File: config.mk
export PLATFORM = sky130hd
export DESIGN_NAME = slpctl_regs
export DESIGN_NICKNAME = d
export VERILOG_FILES = /design/src/rtl/slpctl_pkg.sv /design/src/rtl/slpctl_decode.sv /design/src/rtl/slpctl_pulse.sv /design/src/rtl/slpctl_rstreg.sv /design/src/rtl/slpctl_ctlreg.sv /design/src/rtl/slpctl_regs.sv
export SDC_FILE = /design/constraint.sdc
export NUM_CORES = 1
export LEC_CHECK = 0
export ABC_AREA = 1
export CAP_MARGIN = 20
export CORE_MARGIN = 2
export CORE_UTILIZATION = 44
export CTS_CLUSTER_SIZE = 40
export DETAILED_ROUTE_END_ITERATION = 8
export HOLD_SLACK_MARGIN = 0.08
export PLACE_DENSITY = 0.79
export REMOVE_ABC_BUFFERS = 1
export SYNTH_ARGS = -nofsm -noshare
export SYNTH_HDL_FRONTEND = slang
export SYNTH_SLANG_ARGS = --single-unit
export TNS_END_PERCENT = 5
File: constraint.sdc
create_clock -name clk -period 1.5 [get_ports clk]
set_clock_uncertainty 0.15 [all_clocks]
set_input_delay 0.375 -clock clk [delete_from_list [all_inputs] [get_ports clk]]
set_output_delay 0.375 -clock clk [all_outputs]
set_load 0.01 [all_outputs]
File: src/rtl/slpctl_pkg.sv
package slpctl_pkg;

   typedef enum logic [1:0] {
      TGT_NONE = 2'd0,
      TGT_RST  = 2'd1,
      TGT_CTL  = 2'd2,
      TGT_CMD  = 2'd3
   } tgt_e;

   localparam int CTL_W      = 16;
   localparam int RST_W      = 8;
   localparam int GO_BIT     = 2;
   localparam int SLPEN_BIT  = 13;
   localparam int TYPE_LO    = 10;
   localparam int TYPE_W     = 3;
   localparam int OFF_TYPE   = 5;

   // bits kept by a control write: TYPE field down to bit 2
   localparam logic [CTL_W-1:0] CTL_KEEP =
      CTL_W'((1 << SLPEN_BIT) - 1) & ~CTL_W'(3);
   localparam logic [CTL_W-1:0] OFF_MASK =
      CTL_W'((1 << SLPEN_BIT) | (((1 << TYPE_W) - 1) << TYPE_LO));
   localparam logic [CTL_W-1:0] OFF_MATCH =
      CTL_W'((1 << SLPEN_BIT) | (OFF_TYPE << TYPE_LO));

endpackage

File: src/rtl/slpctl_decode.sv
module slpctl_decode
   import slpctl_pkg::*;
#(
   parameter int              ADDR_W   = 16,
   parameter int              SIZE_W   = 3,
   parameter logic [ADDR_W-1:0] RST_PORT = 16'h0CF9,
   parameter logic [ADDR_W-1:0] CTL_PORT = 16'h0404,
   parameter logic [ADDR_W-1:0] CMD_PORT = 16'h00B2
) (
   input  logic [ADDR_W-1:0] addr,
   input  logic [SIZE_W-1:0] size,
   output tgt_e              tgt
);
   localparam logic [SIZE_W-1:0] SZ_BYTE = SIZE_W'(RST_W / 8);
   localparam logic [SIZE_W-1:0] SZ_WORD = SIZE_W'(CTL_W / 8);

   always_comb begin
      tgt = TGT_NONE;
      if (addr == RST_PORT && size == SZ_BYTE)      tgt = TGT_RST;
      else if (addr == CTL_PORT && size == SZ_WORD) tgt = TGT_CTL;
      else if (addr == CMD_PORT && size == SZ_BYTE) tgt = TGT_CMD;
   end
endmodule

File: src/rtl/slpctl_pulse.sv
module slpctl_pulse (
   input  logic clk,
   input  logic rst_n,
   input  logic fire,
   output logic pulse
);
   always_ff @(posedge clk) begin
      if (!rst_n) pulse <= 1'b0;
      else        pulse <= fire & ~pulse;
   end
endmodule

File: src/rtl/slpctl_rstreg.sv
module slpctl_rstreg
   import slpctl_pkg::*;
(
   input  logic             clk,
   input  logic             rst_n,
   input  logic             wr_en,
   input  logic [RST_W-1:0] wdata,
   output logic [RST_W-1:0] val,
   output logic             go_fire
);
   always_ff @(posedge clk) begin
      if (!rst_n)     val <= '0;
      else if (wr_en) val <= wdata;
   end

   // soft and hard selections lead to the same request
   assign go_fire = wr_en & wdata[GO_BIT];
endmodule

File: src/rtl/slpctl_ctlreg.sv
module slpctl_ctlreg
   import slpctl_pkg::*;
(
   input  logic             clk,
   input  logic             rst_n,
   input  logic             wr_en,
   input  logic [CTL_W-1:0] wdata,
   input  logic             acpi_set,
   input  logic             acpi_clr,
   output logic [CTL_W-1:0] val,
   output logic             off_fire
);
   logic [CTL_W-1:1] body;
   logic             acpi_bit;
   logic [CTL_W-1:0] kept;

   assign kept = wdata & CTL_KEEP;

   always_ff @(posedge clk) begin
      if (!rst_n)     body <= '0;
      else if (wr_en) body <= kept[CTL_W-1:1];
   end

   always_ff @(posedge clk) begin
      if (!rst_n)        acpi_bit <= 1'b0;
      else if (acpi_set) acpi_bit <= 1'b1;
      else if (acpi_clr) acpi_bit <= 1'b0;
   end

   assign val      = {body, acpi_bit};
   assign off_fire = wr_en && ((wdata & OFF_MASK) == OFF_MATCH);
endmodule

File: src/rtl/slpctl_regs.sv
module slpctl_regs
   import slpctl_pkg::*;
#(
   parameter int                ADDR_W   = 16,
   parameter int                SIZE_W   = 3,
   parameter int                DATA_W   = 16,
   parameter logic [ADDR_W-1:0] RST_PORT = 16'h0CF9,
   parameter logic [ADDR_W-1:0] CTL_PORT = 16'h0404,
   parameter logic [ADDR_W-1:0] CMD_PORT = 16'h00B2,
   parameter logic [7:0]        CMD_ON   = 8'hA0,
   parameter logic [7:0]        CMD_OFF  = 8'hA1,
   parameter int                RD_LAT   = 1
) (
   input  logic              clk,
   input  logic              rst_n,
   input  logic [ADDR_W-1:0] io_addr,
   input  logic [SIZE_W-1:0] io_size,
   input  logic              io_rd,
   input  logic              io_wr,
   input  logic [DATA_W-1:0] io_wdata,
   output logic [DATA_W-1:0] io_rdata,
   output logic              rst_req,
   output logic              off_req,
   output logic              acpi_on
);
   if (DATA_W < CTL_W) begin : g_bad_data_w
      $error("slpctl_regs: DATA_W must be at least the control width");
   end
   if (RD_LAT != 0 && RD_LAT != 1) begin : g_bad_rd_lat
      $error("slpctl_regs: RD_LAT must be 0 or 1");
   end
   if (CMD_ON == CMD_OFF) begin : g_bad_cmd
      $error("slpctl_regs: command codes must differ");
   end
   if (SIZE_W < 2) begin : g_bad_size_w
      $error("slpctl_regs: SIZE_W too small for a 2-byte size");
   end

   tgt_e             tgt;
   logic             wr_rst, wr_ctl, wr_cmd;
   logic [RST_W-1:0] rst_val;
   logic [CTL_W-1:0] ctl_val;
   logic             go_fire, off_fire;
   logic             acpi_set, acpi_clr;
   logic [DATA_W-1:0] rd_val;

   slpctl_decode #(
      .ADDR_W  (ADDR_W),
      .SIZE_W  (SIZE_W),
      .RST_PORT(RST_PORT),
      .CTL_PORT(CTL_PORT),
      .CMD_PORT(CMD_PORT)
   ) u_decode (
      .addr(io_addr),
      .size(io_size),
      .tgt (tgt)
   );

   assign wr_rst = io_wr && tgt == TGT_RST;
   assign wr_ctl = io_wr && tgt == TGT_CTL;
   assign wr_cmd = io_wr && tgt == TGT_CMD;

   assign acpi_set = wr_cmd && io_wdata[7:0] == CMD_ON;
   assign acpi_clr = wr_cmd && io_wdata[7:0] == CMD_OFF;

   slpctl_rstreg u_rstreg (
      .clk    (clk),
      .rst_n  (rst_n),
      .wr_en  (wr_rst),
      .wdata  (io_wdata[RST_W-1:0]),
      .val    (rst_val),
      .go_fire(go_fire)
   );

   slpctl_ctlreg u_ctlreg (
      .clk     (clk),
      .rst_n   (rst_n),
      .wr_en   (wr_ctl),
      .wdata   (io_wdata[CTL_W-1:0]),
      .acpi_set(acpi_set),
      .acpi_clr(acpi_clr),
      .val     (ctl_val),
      .off_fire(off_fire)
   );

   slpctl_pulse u_rst_pulse (
      .clk  (clk),
      .rst_n(rst_n),
      .fire (go_fire),
      .pulse(rst_req)
   );

   slpctl_pulse u_off_pulse (
      .clk  (clk),
      .rst_n(rst_n),
      .fire (off_fire),
      .pulse(off_req)
   );

   assign acpi_on = ctl_val[0];

   always_comb begin
      rd_val = '0;
      if (io_rd) begin
         case (tgt)
            TGT_RST: rd_val[RST_W-1:0] = rst_val;
            TGT_CTL: rd_val[CTL_W-1:0] = ctl_val;
            default: rd_val = '0;
         endcase
      end
   end

   if (RD_LAT == 1) begin : g_rd_reg
      always_ff @(posedge clk) begin
         if (!rst_n) io_rdata <= '0;
         else        io_rdata <= rd_val;
      end
   end else begin : g_rd_comb
      assign io_rdata = rd_val;
   end
endmodule

Word-level counts from Yosys, hierarchy flattened
Index checks and enable logic that the tools add are counted.
- word-level logic and storage cells: 41
- bits of input ports: 39
- output and inout port bits: 19
- flip-flop bits (word level): 35
- bitwise operators: 5
- mux-type cells: 6
- equal/unequal tests: 11
- reduce and logical (&&, ||, !) cells: 12
- operators with widths (cell ; number):
    $eq A16 B11 Y1 const B ; 1
    $eq A16 B12 Y1 const B ; 1
    $eq A16 B8 Y1 const B ; 1
    $eq A8 B8 Y1 const B ; 2
    $pmux W8 S2 ; 1
    $logic_and A1 B1 Y1 ; 9
    $mux W2 ; 3
    $eq A2 B2 Y1 const B ; 2
    $eq A4 B4 Y1 const B ; 1
    $and A1 B1 Y1 ; 3
    $eq A3 B1 Y1 const B ; 1
    $eq A3 B2 Y1 const B ; 1
    $reduce_and A3 Y1 ; 1
    $eq A2 B1 Y1 const B ; 1
    $mux W1 ; 2
    $not A1 Y1 ; 2
    $reduce_and A2 Y1 ; 1
    $reduce_bool A2 Y1 ; 1

Depth between registers and ports, before layout
Gate-level depths: netlist of run 1.
- depth after elaboration: 10
- depth in mapped cells: 10
- mapped depth without buffers: 9

Modules after synthesis
From an unflattened synthesis of run 1, not the netlist that was laid out.
- cell total of the unflattened synthesis: 263
- area, all modules: 1747.9 sq um
- modules (own cells, without submodules) (module ; seq. area each (sq um) ; area each (sq um) ; times used ; cells an instance):
    slpctl_regs ; 320.3 ; 693.2 ; 1 ; 102
    slpctl_ctlreg ; 240.2 ; 484.2 ; 1 ; 62
    slpctl_rstreg ; 160.2 ; 271.5 ; 1 ; 35
    slpctl_decode ; 0.0 ; 239.0 ; 1 ; 58
    slpctl_pulse ; 20.0 ; 30.0 ; 2 ; 3

Worst setup path after synthesis of run 1
Ideal clock, no wire load.
- path kind: input-to-reg
- from: in io_size[2]
- to: reg u_rstreg.val[0]
- setup time: 113 ps
- buffers on the path: 1
- cell stages on the path: 9
- data arrival time: 1116 ps
- required time: 1237 ps
- setup slack: 121 ps
- cells stage by stage: inv_1 > nand2_1 > nor2_2 > nand2_2 > nor2_4 > nand3_4 > buf_6 > nor2_1 > nor2_1
- longest elaborated chain between the ends: 7
- elaborated cells on any way between the ends: 10
- classes of those cells: eq/ne (3); mux (3); reduce/logical (4)
- RTL lines (element ; RTL line ; source):
    from (decl) ; slpctl_regs.sv:17 ; input logic [SIZE_W-1:0] io_size,
    $eq A3 B1 Y1 ; slpctl_decode.sv:19, slpctl_decode.sv:21 ;
    $logic_and A1 B1 Y1 ; slpctl_decode.sv:21 ; else if (addr == CMD_PORT && size == SZ_BYTE) tgt = TGT_CMD;
    $mux W2 ; slpctl_decode.sv:21 ;
    $mux W2 ; slpctl_decode.sv:20 ; else if (addr == CTL_PORT && size == SZ_WORD) tgt = TGT_CTL;
    $mux W2 * ; slpctl_decode.sv:19 ; if (addr == RST_PORT && size == SZ_BYTE) tgt = TGT_RST;
    $eq A2 B1 Y1 * ; slpctl_regs.sv:59 ; assign wr_rst = io_wr && tgt == TGT_RST;
    $logic_and A1 B1 Y1 * ; slpctl_regs.sv:59 ;
    to (signal assigned) ; slpctl_rstreg.sv:13 ; else if (wr_en) val <= wdata;
    to (decl) ; slpctl_rstreg.sv:8 ; output logic [RST_W-1:0] val,
Every way passes the cells marked *; elsewhere a longest branch is shown, timed or not.
A chain may end at the register's enable or synchronous reset.

Worst setup path in the final report of run 1
- from: reg u_off_pulse.pulse
- to: out off_req
- RTL lines (element ; RTL line ; source):
    from (decl) ; slpctl_pulse.sv:5 ; output logic pulse
    from (signal assigned) ; slpctl_pulse.sv:9 ; else pulse <= fire & ~pulse;
    to (decl) ; slpctl_regs.sv:23 ; output logic off_req,
No word-level cell between the ends.

==> results of run 1 <==
-- area by class of cell --
type / count / area [um^2] / area share
Inverter: 33 / 124 / 0.0495
Multi-Input combinational cell: 152 / 777 / 0.311
Clock inverter: 3 / 43.8 / 0.0175
Clock buffer: 5 / 37.5 / 0.0150
Timing Repair Buffer: 77 / 758 / 0.303
Sequential cell: 35 / 702 / 0.281
Tap cell: 46 / 57.6 / 0.0230
-- per-layer routing --
metal	vias to the layer above	GRT usage	part of all wire
met4	0	0.0652	0.011
met3	6	0.0651	0.065
li1	830	-	-
met1	728	0.204	0.42
met2	51	0.314	0.51
met5	-	0	0
-- final timing paths --
check                                              startpoint                           end  slack, ns  cells past startpoint
worst max-delay path             u_off_pulse.pulse$_SDFF_PN0_                       off_req       0.04                      1
worst min-delay path            u_ctlreg.body[9]$_SDFFE_PN0P_        io_rdata[9]$_SDFF_PN0_       0.29                      2
worst max register to register   u_rstreg.val[5]$_SDFFE_PN0N_  u_rstreg.val[5]$_SDFFE_PN0N_       0.68                      4
worst min register to register  u_ctlreg.body[9]$_SDFFE_PN0P_        io_rdata[9]$_SDFF_PN0_       0.29                      2
-- state kept, by name, indices dropped and copies added (netlist names) --
signal	flops
u_rst_pulse.pulse	1
u_off_pulse.pulse	1
u_rstreg.val	8
u_ctlreg.acpi_bit	1
u_ctlreg.body	11
io_rdata	13
-- power by group through the flow --
stage          Sequential [mW]  Clock (mW)  Combinational [mW]
3_3_place_gp             0.950           0               0.179
5_1_grt                  0.929       0.740               0.202
3_5_place_dp             0.950           0               0.181
2_1_floorplan            0.950           0              0.0353
4_1_cts                  0.929       0.689               0.183
6_report                 0.929       0.682               0.187
-- stage by stage --
step                cell area (um^2)   TNS, ns  instances  worst slack [ns]
finish                          2500         0        351            0.0415
global route                    2500  -0.00247        351          -0.00213
CTS                             2320     -1.05        344            -0.132
detailed placement              2240    -14.89        336            -0.513
global placement                2240    -13.58        336            -0.447
floorplan                       1520    -0.621        219            -0.105
-- cells in the final DEF, fill, tap and decap left out, types with 2 or more instances in the layout --
cell type	n
conb_1	3
nor2_2	7
dfxtp_1	34
buf_4	20
nand2_1	44
clkbuf_4	5
inv_1	30
nand3_1	6
nand3_2	2
buf_6	5
nand2_2	11
nand4_1	6
nor2_4	4
o21ai_2	7
dlymetal6s2s_1	19
nor2_1	52
clkdlybuf4s50_1	16
inv_2	3
clkdlybuf4s15_1	5
nand3_4	2
dlygate4sd2_1	10
a21oi_1	2
-- worst min-delay path, stage by stage, from the launching register on --
cell and delay [ns]:
dfxtp_1 0.31, inv_1 0.06, nor2_1 0.04
-- logic make-up (layout without fill, tap and decap cells) --
kind of cell,count (synthesis),after routing
buf+inv,42,118
flops,35,35
simple gates,139,140
other cells,1,3
compound gates,9,9
-- repair_timing --
item	4_1_cts	5_1_grt
endpoints found under the setup margin	48	41
endpoints found under the hold margin	0	0
pin swaps	1	17
setup buffers	0	5
gates resized for setup	27	50
gates cloned	0	2
hold buffers	0	0
==> results.md, run 1 <==
* Status: completed
* CTS tree: done
* Top-level I/O count at a little under 60
* Design Power at between 1.5 and 2 mW
* CP Launch Type: flop
* Max Root-Sink Buffers at 2
* DRT iter0 DRCs at 63
* # clock sinks at 35
* Clk pin slew, worst setup/hold paths at ~0.11 ns
* Flop pwr share at 0.517
* Yosys cell types at 23
* CTS root buffer: clkbuf_4
* Total grt overflow at 0
* Final period util at 0.972
* Largest net degree at the start of global routing at 17
* Fmax at 0.686 GHz
* Drt wl/cell at around 11 um
* Complex-gate fraction of the synthesized area at 0.0404
* Maximum VDD drop at about 450 uV
* Area growth syn-to-layout at 58.2%
* Switching pwr at ~410 uW
* Die ar. at around 4000 um^2
* Worst hold path type: reg -> reg
* Cell Chain, Critical Path: clkdlybuf4s15_1
* Dominant cells by area after synthesis: dfxtp_1, nor2_1, nand2_1, inv_1, o21ai_2
* Htree depth at 2
* Leakage at between 1 and 1.5 nW
* Synth Warn # at 0
* Die W at between 60 and 70 um
* Cell taking the most area after synthesis: dfxtp_1
* Share of the synthesized area in the top cell type at 0.443
* Final core occ at 0.738
* Largest family of logic cells by synthesized area: simple AND/OR/NAND/NOR gates
* Initial core utilization at 0.466
* Critical path type: reg -> out
* Die Span Y at roughly 64 um
* PwrDens at a little over 700 nW/um^2
* Row Count at 21
* Cell Int Power at around 1.4 mW
* Setup crit end kind: output port
* Maxcap violations at 0
* Combinational share of power at 0.104
* Final WL at between 3000 and 4000 um
* Synth top cells by count: nor2_1, nand2_1, dfxtp_1, inv_1, nand3_1
* Critical path's slowest cell: dfxtp_1
* Final slew viol count at 0
* Simple-gate share of the synthesized area at 0.393
* Sw frac at 0.229
* Endpoints failing hold at 0
* Slowest Stage Delay on Critical Path at 0.35 ns
* Hold slack at about 0.29 ns
* Syn avg cell area at around 7.0 um^2
* Total GRT Usage at 0.182
* Critical path required time at ~0.97 ns
* Total CTS buffers at 5
* Initial antenna violation count at 0
* # DRC at 0
* Post-layout net count at 343
* Vias in the first global route at ~1,500
* Post-DR vias/cell at ~4.6
* # fillers at roughly 250
* Clk pwr share at 0.379
* Ys async rst share at 0
* Vias at approximately 1,600
* Final min period at 1.46 ns
* Core ar. at 3390 um^2
* Number of routed nets with antenna violations at 0
* Number of synthesized flops with an enable pin at 0
* Count leader, synth: nor2_1
* First-pass GRT wire length at between 5000 and 6000 um
* Final setup viols at 0
* CP Data Arrival Time at approximately 0.93 ns
* Number of port buffers at 52
* Top FF cell, synth: dfxtp_1
* Portion of netlist area occupied by mux cells at 0
* First-pass iteration count of the detailed router at 4
* Share of cells above drive strength 1 at 0.246
* Syn Std Cell Area at between 1500 and 2000 um^2
* Post-synthesis sequential area ratio at 0.443
* Fraction of the mapped netlist area in adder cells at 0
* Synth Area in XOR/XNOR at 0
* Yosys reg bits at 35
* Crit path buf inv count at 1
* Post-DP HPWL at 2610 um
* Worst-skew pair later-pin latency at 0.34 ns
* Largest delay share family, worst path: flip-flops
* Gp weighted congestion at roughly 0.83
* Synth Instances at between 200 and 250
* CP max FO at 2
* Antenna cells at 0
Note: power is estimated with default switching activity, not from simulation.
==> run 2: changes to the inputs <==
--- a/config.mk
+++ b/config.mk
@@ -14,6 +14,7 @@
 export HOLD_SLACK_MARGIN = 0.08
 export PLACE_DENSITY = 0.79
 export REMOVE_ABC_BUFFERS = 1
+export SLEW_MARGIN = 30
 export SYNTH_ARGS = -nofsm -noshare
 export SYNTH_HDL_FRONTEND = slang
 export SYNTH_SLANG_ARGS = --single-unit
==> results of run 2 <==
The final DEF is identical to that of run 1; final timing and power are the same.
==> run 3: changes to the inputs <==
--- a/config.mk
+++ b/config.mk
@@ -12,7 +12,7 @@
 export CTS_CLUSTER_SIZE = 40
 export DETAILED_ROUTE_END_ITERATION = 8
 export HOLD_SLACK_MARGIN = 0.08
-export PLACE_DENSITY = 0.79
+export PLACE_DENSITY = 0.78
 export REMOVE_ABC_BUFFERS = 1
 export SLEW_MARGIN = 30
 export SYNTH_ARGS = -nofsm -noshare
==> run 3 against run 2 <==
  * Maximum frequency is essentially flat
  * Critical path depth is the same
  * Die area is the same
  * Cell area shrank 0.55%
  * Register-to-register slack is essentially flat
  * Sequential power is essentially flat
  * Non-clock buffer count is the same
  * Clock power grew 1%
  * Core utilization shrank 0.41 points
  * Critical path type unchanged
==> results.md, run 3 (synthesized netlist as in run 1, its figures left out) <==
* Initial core utilization at 0.466 (unchanged)
* Final WL at 4040 um (+3.7%)
* Reg with most FFs: io_rdata
* Gp weighted congestion at 0.826 (-0.88%)
* Vias at 1,644 (+1.8%)
* Endpoints failing hold at 0 (unchanged)
* Maximum VDD drop at 542 uV (+21%)
* Core ar. at 3390 um^2 (unchanged)
* DRT iter0 DRCs at 77 (+22%)
* Initial antenna violation count at 0 (unchanged)
* Reg2Reg Setup Slack at 0.68 ns (about the same)
* Total grt overflow at 0 (unchanged)
* Largest delay share family, worst path: flip-flops
* CTS Hold Bufs at 0 (unchanged)
* Post-layout net count at 343 (unchanged)
* Most common cell after layout, fill and taps aside: nor2_1
* Clk pin slew, worst setup/hold paths at 0.12 ns (about the same)
* Top-level I/O count at 58 (unchanged)
* Final setup viols at 0 (unchanged)
* Row Count at 21 (unchanged)
* CP max FO at 1 (-1)
* Total GRT Usage at 0.182 (+0.000678)
* # clock sinks at 35 (unchanged)
* Layout Cells excl Fill at 351 (unchanged)
* Die W at 63.9 um (unchanged)
* CTS root buffer: clkbuf_4
* Slowest Stage Delay on Critical Path at 0.32 ns (-0.03 ns)
* Final min period at 1.46 ns (+0.000621 ns)
* CTS tree: done
* Antenna cells at 0 (unchanged)
* GR Util met3 at 0.0546 (-0.0106)
* Fmax at 0.685 GHz (about the same)
* Cell Chain, Critical Path: dlygate4sd2_1
* Status: completed
* First-pass GRT wire length at 5870 um (+0.22%)
* Maxcap violations at 0 (unchanged)
* Total CTS buffers at 5 (unchanged)
* First-pass iteration count of the detailed router at 4 (unchanged)
* Critical path's slowest cell: dfxtp_1
* Max Root-Sink Buffers at 2 (unchanged)
* M1 GR Usage at 0.206 (+0.00198)
* # DRC at 0 (unchanged)
* Largest net degree at the start of global routing at 22 (+5)
* Post-DR vias/cell at 4.68 (+1.8%)
* Largest regs: io_rdata x13, u_ctlreg.body x11, u_rstreg.val x8
* Largest register FFs at 13 (unchanged)
* Worst hold path type: reg -> reg
* Htree depth at 2 (unchanged)
* Area growth syn-to-layout at 57.3%
* Crit path buf inv count at 1 (unchanged)
* Final slew viol count at 0 (unchanged)
* CP Data Arrival Time at 0.93 ns (about the same)
* Leakage at 1.32 nW (-1.5%)
* Critical path required time at 0.97 ns (about the same)
* Inst Count DP at 336 (unchanged)
* Drt wl/cell at 11.5 um (+3.7%)
* Worst-skew pair later-pin latency at 0.34 ns (about the same)
* Most frequent cells in the layout: nor2_1, nand2_1, dfxtp_1, inv_1, buf_4
* Gr busiest metal: met2
* Hold slack at 0.262 ns (-0.0283 ns)
* Number of routed nets with antenna violations at 0 (unchanged)
* Setup crit end kind: output port
* Final period util at 0.973 (about the same)
* Die Span Y at 63.9 um (unchanged)
* PwrDens at 725 nW/um^2 (+0.80%)
* Critical path type: reg -> out
* Die ar. at 4090 um^2 (unchanged)
* Vias in the first global route at 1,463 (+0.69%)
* Post-DP HPWL at 2630 um (+0.65%)
* # fillers at 271 (+9.3%)
* CP Launch Type: flop
* Design Power at 1.80 mW (+0.25%)
* Share of cells above drive strength 1 at 0.233 (-0.0131)
* GRT met2 Usage at 0.320 (+0.00651)
* Number of port buffers at 52 (unchanged)
[run 3: timing repair]
action / CTS / global route
buffers inserted: 0 / 4
pin swaps: 2 / 23
setup endpoints to repair: 43 / 41
gates cloned: 0 / 3
resized for setup: 28 / 43
[run 3: worst paths after layout]
check / startpoint / to / cells after the start
setup / recovery: io_rdata[9]$_SDFF_PN0_ / io_rdata[9] / 1
hold / removal: u_rst_pulse.pulse$_SDFF_PN0_ / u_rst_pulse.pulse$_SDFF_PN0_ / 1
setup reg to reg: u_rstreg.val[3]$_SDFFE_PN0N_ / u_rstreg.val[3]$_SDFFE_PN0N_ / 4
hold reg to reg: u_rst_pulse.pulse$_SDFF_PN0_ / u_rst_pulse.pulse$_SDFF_PN0_ / 1
[run 3: final cells by class]
type | count | area, um^2 | area share
well taps | 46 | 57.6 | 0.0232
clock inverters | 3 | 43.8 | 0.0176
multi-input cells | 152 | 763 | 0.307
repair buffers | 77 | 757 | 0.304
flip-flops and latches | 35 | 703 | 0.283
clock buffers | 5 | 37.5 | 0.0151
inverters | 33 | 124 | 0.0498
[run 3: through the flow]
stage,instance area (um^2),setup slack (ns),setup TNS (ns),util
final,2490,0.0409,0,0.733
after global routing,2490,-0.00422,-0.0104,0.733
after CTS,2330,-0.0644,-0.760,0.686
after detailed placement,2250,-0.464,-14.37,0.665
after global placement,2250,-0.433,-13.37,0.665
after floorplan,1520,-0.105,-0.621,-
[run 3: routing by layer]
metal	vias up	share of wire
li1	829	-
met1	737	0.42
met2	71	0.50
met3	7	0.068
met4	0	0.013
met5	-	0
[run 3: report_power, final]
| part | total, mW | internal, mW | switching, mW |
|---|---|---|---|
| Clock | 0.690 | 0.351 | 0.340 |
| Combinational | 0.183 | 0.104 | 0.0795 |
| Sequential | 0.929 | 0.929 | 0.000000412 |
| Total | 1.80 | 1.38 | 0.419 |
